$ cat config.mk
export PLATFORM = sky130hd
export DESIGN_NAME = clk_data_src_ctrl
export DESIGN_NICKNAME = d
export VERILOG_FILES = /design/src/rtl/srcmode_pkg.sv /design/src/rtl/unlock_filter.sv /design/src/rtl/srcmode_decode.sv /design/src/rtl/clk_data_src_ctrl.sv
export SDC_FILE = /design/constraint.sdc
export NUM_CORES = 1
export LEC_CHECK = 0
export ABC_CLOCK_PERIOD_IN_PS = 1700
export BUFFER_PORTS_ARGS = -buffer_cell sky130_fd_sc_hd__buf_2
export CAP_MARGIN = 20
export CORE_AREA = 2 2 39 41
export DETAILED_ROUTE_END_ITERATION = 8
export DIE_AREA = 0 0 41 43
export PLACE_DENSITY = 0.52
export SYNTH_ARGS = -nofsm -noshare
export SYNTH_HDL_FRONTEND = slang
export SYNTH_SLANG_ARGS = --single-unit
$ cat constraint.sdc
create_clock -name clk -period 1.7 [get_ports clk]
set_clock_uncertainty 0.2 [all_clocks]
set_input_delay 0.34 -clock clk [delete_from_list [all_inputs] [get_ports clk]]
set_output_delay 0.34 -clock clk [all_outputs]
set_load 0.01 [all_outputs]
$ cat src/rtl/srcmode_pkg.sv
// Shared types for the clock/data source mode controller.
// Assumes a 2-bit mode code; each value maps to one routing.
package srcmode_pkg;

    typedef enum logic [1:0] {
        MODE_RX   = 2'd0,
        MODE_AUX  = 2'd1,
        MODE_AUTO = 2'd2,
        MODE_MON  = 2'd3
    } src_mode_e;

    typedef struct packed {
        logic clk_xtal;
        logic data_aux;
        logic pll_on;
        logic xtal_on;
    } route_t;

    localparam route_t ROUTE_RESET = '{clk_xtal: 1'b0, data_aux: 1'b0,
                                       pll_on: 1'b1, xtal_on: 1'b0};

endpackage

$ cat src/rtl/unlock_filter.sv
// Synchronises the asynchronous unlock flag and accepts a new level only
// after it has held for STABLE_CYCLES edges. Assumes SYNC_STAGES >= 2.
module unlock_filter #(
    parameter int SYNC_STAGES   = 2,
    parameter int STABLE_CYCLES = 2
) (
    input  logic clk,
    input  logic rst_n,
    input  logic unlock_async,
    output logic unlock_filt
);
    localparam int CW = (STABLE_CYCLES < 2) ? 1 : $clog2(STABLE_CYCLES + 1);

    logic [SYNC_STAGES-1:0] sync_q;
    logic [CW-1:0]          hold_cnt;
    logic                   filt_q;

    // Synchroniser chain; stage 0 samples the asynchronous flag.
    always_ff @(posedge clk) begin
        if (!rst_n) sync_q[0] <= 1'b0;
        else        sync_q[0] <= unlock_async;
    end

    genvar g;
    generate
        for (g = 1; g < SYNC_STAGES; g++) begin : g_sync
            // One further synchroniser stage.
            always_ff @(posedge clk) begin
                if (!rst_n) sync_q[g] <= 1'b0;
                else        sync_q[g] <= sync_q[g-1];
            end
        end
    endgenerate

    // Stability counter: adopt the synchronised level once it has differed long enough.
    always_ff @(posedge clk) begin
        if (!rst_n) begin
            hold_cnt <= '0;
            filt_q   <= 1'b0;
        end else if (sync_q[SYNC_STAGES-1] != filt_q) begin
            if (hold_cnt == CW'(STABLE_CYCLES - 1)) begin
                filt_q   <= sync_q[SYNC_STAGES-1];
                hold_cnt <= '0;
            end else begin
                hold_cnt <= hold_cnt + 1'b1;
            end
        end else begin
            hold_cnt <= '0;
        end
    end

    assign unlock_filt = filt_q;

endmodule

$ cat src/rtl/srcmode_decode.sv
// Combinational map from effective mode code and filtered unlock state to
// the next routing. Assumes unlock_filt is already synchronous.
module srcmode_decode
    import srcmode_pkg::*;
(
    input  logic [1:0] mode_code,
    input  logic       unlock_filt,
    output route_t     route_next
);
    // Routing table per mode; only the automatic mode consults unlock.
    always_comb begin
        route_next = ROUTE_RESET;
        unique case (src_mode_e'(mode_code))
            MODE_RX: begin
                route_next = '{clk_xtal: 1'b0, data_aux: 1'b0, pll_on: 1'b1, xtal_on: 1'b0};
            end
            MODE_AUX: begin
                route_next = '{clk_xtal: 1'b1, data_aux: 1'b1, pll_on: 1'b0, xtal_on: 1'b1};
            end
            MODE_AUTO: begin
                route_next = '{clk_xtal: unlock_filt, data_aux: unlock_filt,
                               pll_on: 1'b1, xtal_on: 1'b1};
            end
            MODE_MON: begin
                route_next = '{clk_xtal: 1'b1, data_aux: 1'b1, pll_on: 1'b1, xtal_on: 1'b1};
            end
            default: route_next = ROUTE_RESET;
        endcase
    end

endmodule

$ cat src/rtl/clk_data_src_ctrl.sv
// Top of the clock/data source mode controller. Picks the mode code source,
// filters the unlock flag, registers the routing and drives the data and
// rate muxes from the registered selects. Assumes rst_n is synchronous.
module clk_data_src_ctrl
    import srcmode_pkg::*;
#(
    parameter int SYNC_STAGES   = 2,
    parameter int STABLE_CYCLES = 2
) (
    input  logic       clk,
    input  logic       rst_n,
    input  logic [1:0] mode_pin,
    input  logic [1:0] mode_reg,
    input  logic       mode_from_reg,
    input  logic       pll_unlock,
    input  logic       rx_data,
    input  logic       aux_data,
    input  logic       rate_meas,
    input  logic       rate_host,
    output logic       clk_sel,
    output logic       data_sel,
    output logic       sdo,
    output logic       rate_hi,
    output logic       pll_en,
    output logic       xtal_en
);
    logic [1:0] mode_eff;
    logic       unlock_filt;
    route_t     route_next;
    route_t     route_q;

    // Effective mode code: register field or pins.
    assign mode_eff = mode_from_reg ? mode_reg : mode_pin;

    unlock_filter #(
        .SYNC_STAGES  (SYNC_STAGES),
        .STABLE_CYCLES(STABLE_CYCLES)
    ) u_filter (
        .clk         (clk),
        .rst_n       (rst_n),
        .unlock_async(pll_unlock),
        .unlock_filt (unlock_filt)
    );

    srcmode_decode u_decode (
        .mode_code  (mode_eff),
        .unlock_filt(unlock_filt),
        .route_next (route_next)
    );

    // Routing register standing in for the glitch-free switch control.
    always_ff @(posedge clk) begin
        if (!rst_n) route_q <= ROUTE_RESET;
        else        route_q <= route_next;
    end

    assign clk_sel  = route_q.clk_xtal;
    assign data_sel = route_q.data_aux;
    assign pll_en   = route_q.pll_on;
    assign xtal_en  = route_q.xtal_on;

    // Output muxes driven from the registered selects.
    assign sdo     = route_q.data_aux ? aux_data  : rx_data;
    assign rate_hi = route_q.clk_xtal ? rate_host : rate_meas;

endmodule

==> run summary <==
Synth Warn # - 0
Hold Path Depth - 2
Syn_area_per_cell - 11.77 um^2
Slew @ Worst Pin - 222.8 ps
Drt wl/cell - 7.935 um
Leak - 0.1936 nW
FP Rows - 14
Number of port buffers - 17
DIE AREA - 1763 um^2
Crit path arrival time - 1080 ps
Largest net degree at the start of global routing - 10
Most frequent cells in the layout - buf_2 (17), dfxtp_1 (8), mux2_2 (3), mux2i_1 (3), clkbuf_4 (3)
Total number of vias - 256
Core area - 1384 um^2
CP endpoint kind - output port
Max-slew headroom - 0.8472
Nets - 61
WP buf/inv - 1
Final Critical Period - 1622 ps
Sequential element share of the synthesized area - 0.5039
H-tree levels - 1
Mapped Cells - 27
Tot Pwr - 0.3853 mW
RSZ-0062 raised after global routing - false
Final worst slack - 77.54 ps
Total GRT Usage - 0.06351
Top delay family on crit path - flip-flops
CTS tree - yes
Tcrit/Tclk final - 0.9544
Max frequency - 616.3 MHz
Status - finished clean
Post-CTS setup buffer count - 0
Syn_nets - 40
Post-CTS sizing - 0
Crit path kind - reg -> out
Post-route setup TNS - 0 ps
Worst r2r dst - u_filter.hold_cnt[1]
First-pass DRT Iterations - 2
DR vias/cell - 4.129
RePlAce Congestion - 0.6789
# diodes - 0
FF-to-FF setup slack - 520 ps
Synth cell types - 14
Slowest stage cell, crit path - dfxtp_1
Clock-pin slew on the worst setup and hold paths - 50 ps
Max-cap violations - 0
Fin. max-slew vios - 0
CP required - 1160 ps
Clk sinks - 8
P&R area growth vs syn - 37.80%
Hold Crit Class - in -> reg
Mapped Area - 317.8 um^2
VDD IR-drop max - 0.4507 mV
DP Worst Slack - 330.1 ps
Die W - 41 um
Final Hold Vio Count - 0
HP Start - pll_unlock
Routed wire length - 492 um
Cts bufs inserted - 3
Clock tree buffer depth - 2
Number of global-route vias before repair - 209
Reg2reg start - u_filter.hold_cnt[1]
Crit-path max cell delay - 360 ps
DRT antenna net count - 0
Initial Utilization - 0.2297
Most common cell after layout, fill and taps aside - buf_2
R2r worst-path depth - 3
Ports - 18
Initial antenna violation count - 0
GR Overflow Total - 0
Cell Pwr Density - 879.9 nW/um^2
Die span in y - 43 um
Final setup violation count - 0
WHS Endpoint - u_filter.sync_q[0]
Number of synthesized register bits - 8
Residual DRC - 0
Root buf cell - clkbuf_4
Crit path max fanout - 4
Worst-skew pair later-pin latency - 240 ps
Setup crit start kind - register
Drt first-iter violations - 1
Fraction of layout instances using a drive strength above 1 - 0.5000
Critical path, cell by cell - mux2_2 > buf_2
First-pass GRT wire length - 683 um
CTS Hold Buffers Added - 0
-- layer usage --
layer  wire (um)  vias up  share of wire  GRT usage
met2         178       14           0.36    0.09063
li1            -      134              -          -
met5           0        -              0          0
met3          65        0           0.13    0.06283
met1         247      108           0.50    0.05212
met4           0        0              0    0.04000
-- metrics by stage --
step                hold slack [ps]  instance area, um^2    util  std cells
finish                        103.7                437.9  0.3165         62
CTS                           92.21                437.9  0.3165         62
global placement              221.6                415.4  0.3002         59
global route                  96.53                437.9  0.3165         62
detailed placement            221.5                415.4  0.3002         59
floorplan                     205.9                317.8       -         27
-- cells by family (layout without fill, tap and decap cells) --
| family | Yosys count | in the layout | share of synthesized area |
|---|---|---|---|
| mux | 6 | 6 | 0.2008 |
| compound gates | 2 | 2 | 0.05119 |
| xor+xnor | 1 | 1 | 0.02756 |
| flops | 8 | 8 | 0.5039 |
| fa+ha+maj | 1 | 1 | 0.03936 |
| buf+inv | 2 | 21 | 0.03543 |
| simple gates | 7 | 7 | 0.1417 |
-- flip-flops by register name, summed over array words and instances, names as in the netlist --
signal	count
pll_en	1
u_filter.hold_cnt	2
u_filter.unlock_filt	1
u_filter.sync_q	2
clk_sel	1
xtal_en	1
-- how the worst max path moves through the flow --
stage	start	to	slack, ps	cells after the start
after floorplan	clk_sel	rate_hi	380	1
after global placement	clk_sel	rate_hi	330	2
after detailed placement	clk_sel	rate_hi	330	2
after CTS	clk_sel	rate_hi	60	2
after global routing	clk_sel	sdo	20	2
final	clk_sel	rate_hi	80	2
-- power by group --
group | switching [mW] | total (mW) | internal (mW)
sequential | 0.00360 | 0.200 | 0.196
combinational | 0.0213 | 0.0507 | 0.0294
clock | 0.0548 | 0.135 | 0.0801
-- layout make-up --
cell class	count	area [um^2]
Sequential cell	8	160.2
Tap cell	16	20.02
Fill cell	144	945.9
Clock buffer	3	22.52
Inverter	1	3.754
Timing Repair Buffer	17	85.08
Multi-Input combinational cell	17	146.4
-- cell usage after synthesis, drive strengths merged --
cell type / n / share of area
nand3: 1 / 0.016
buf: 1 / 0.024
and2: 2 / 0.039
nor4b: 2 / 0.055
nand2: 1 / 0.012
inv: 1 / 0.012
a21boi: 1 / 0.024
mux2i: 3 / 0.094
xnor2: 1 / 0.028
mux2: 3 / 0.11
ha: 1 / 0.039
nor2b: 1 / 0.020
o2bb2ai: 1 / 0.028
dfxtp: 8 / 0.50
Note: power is estimated with default switching activity, not from simulation.
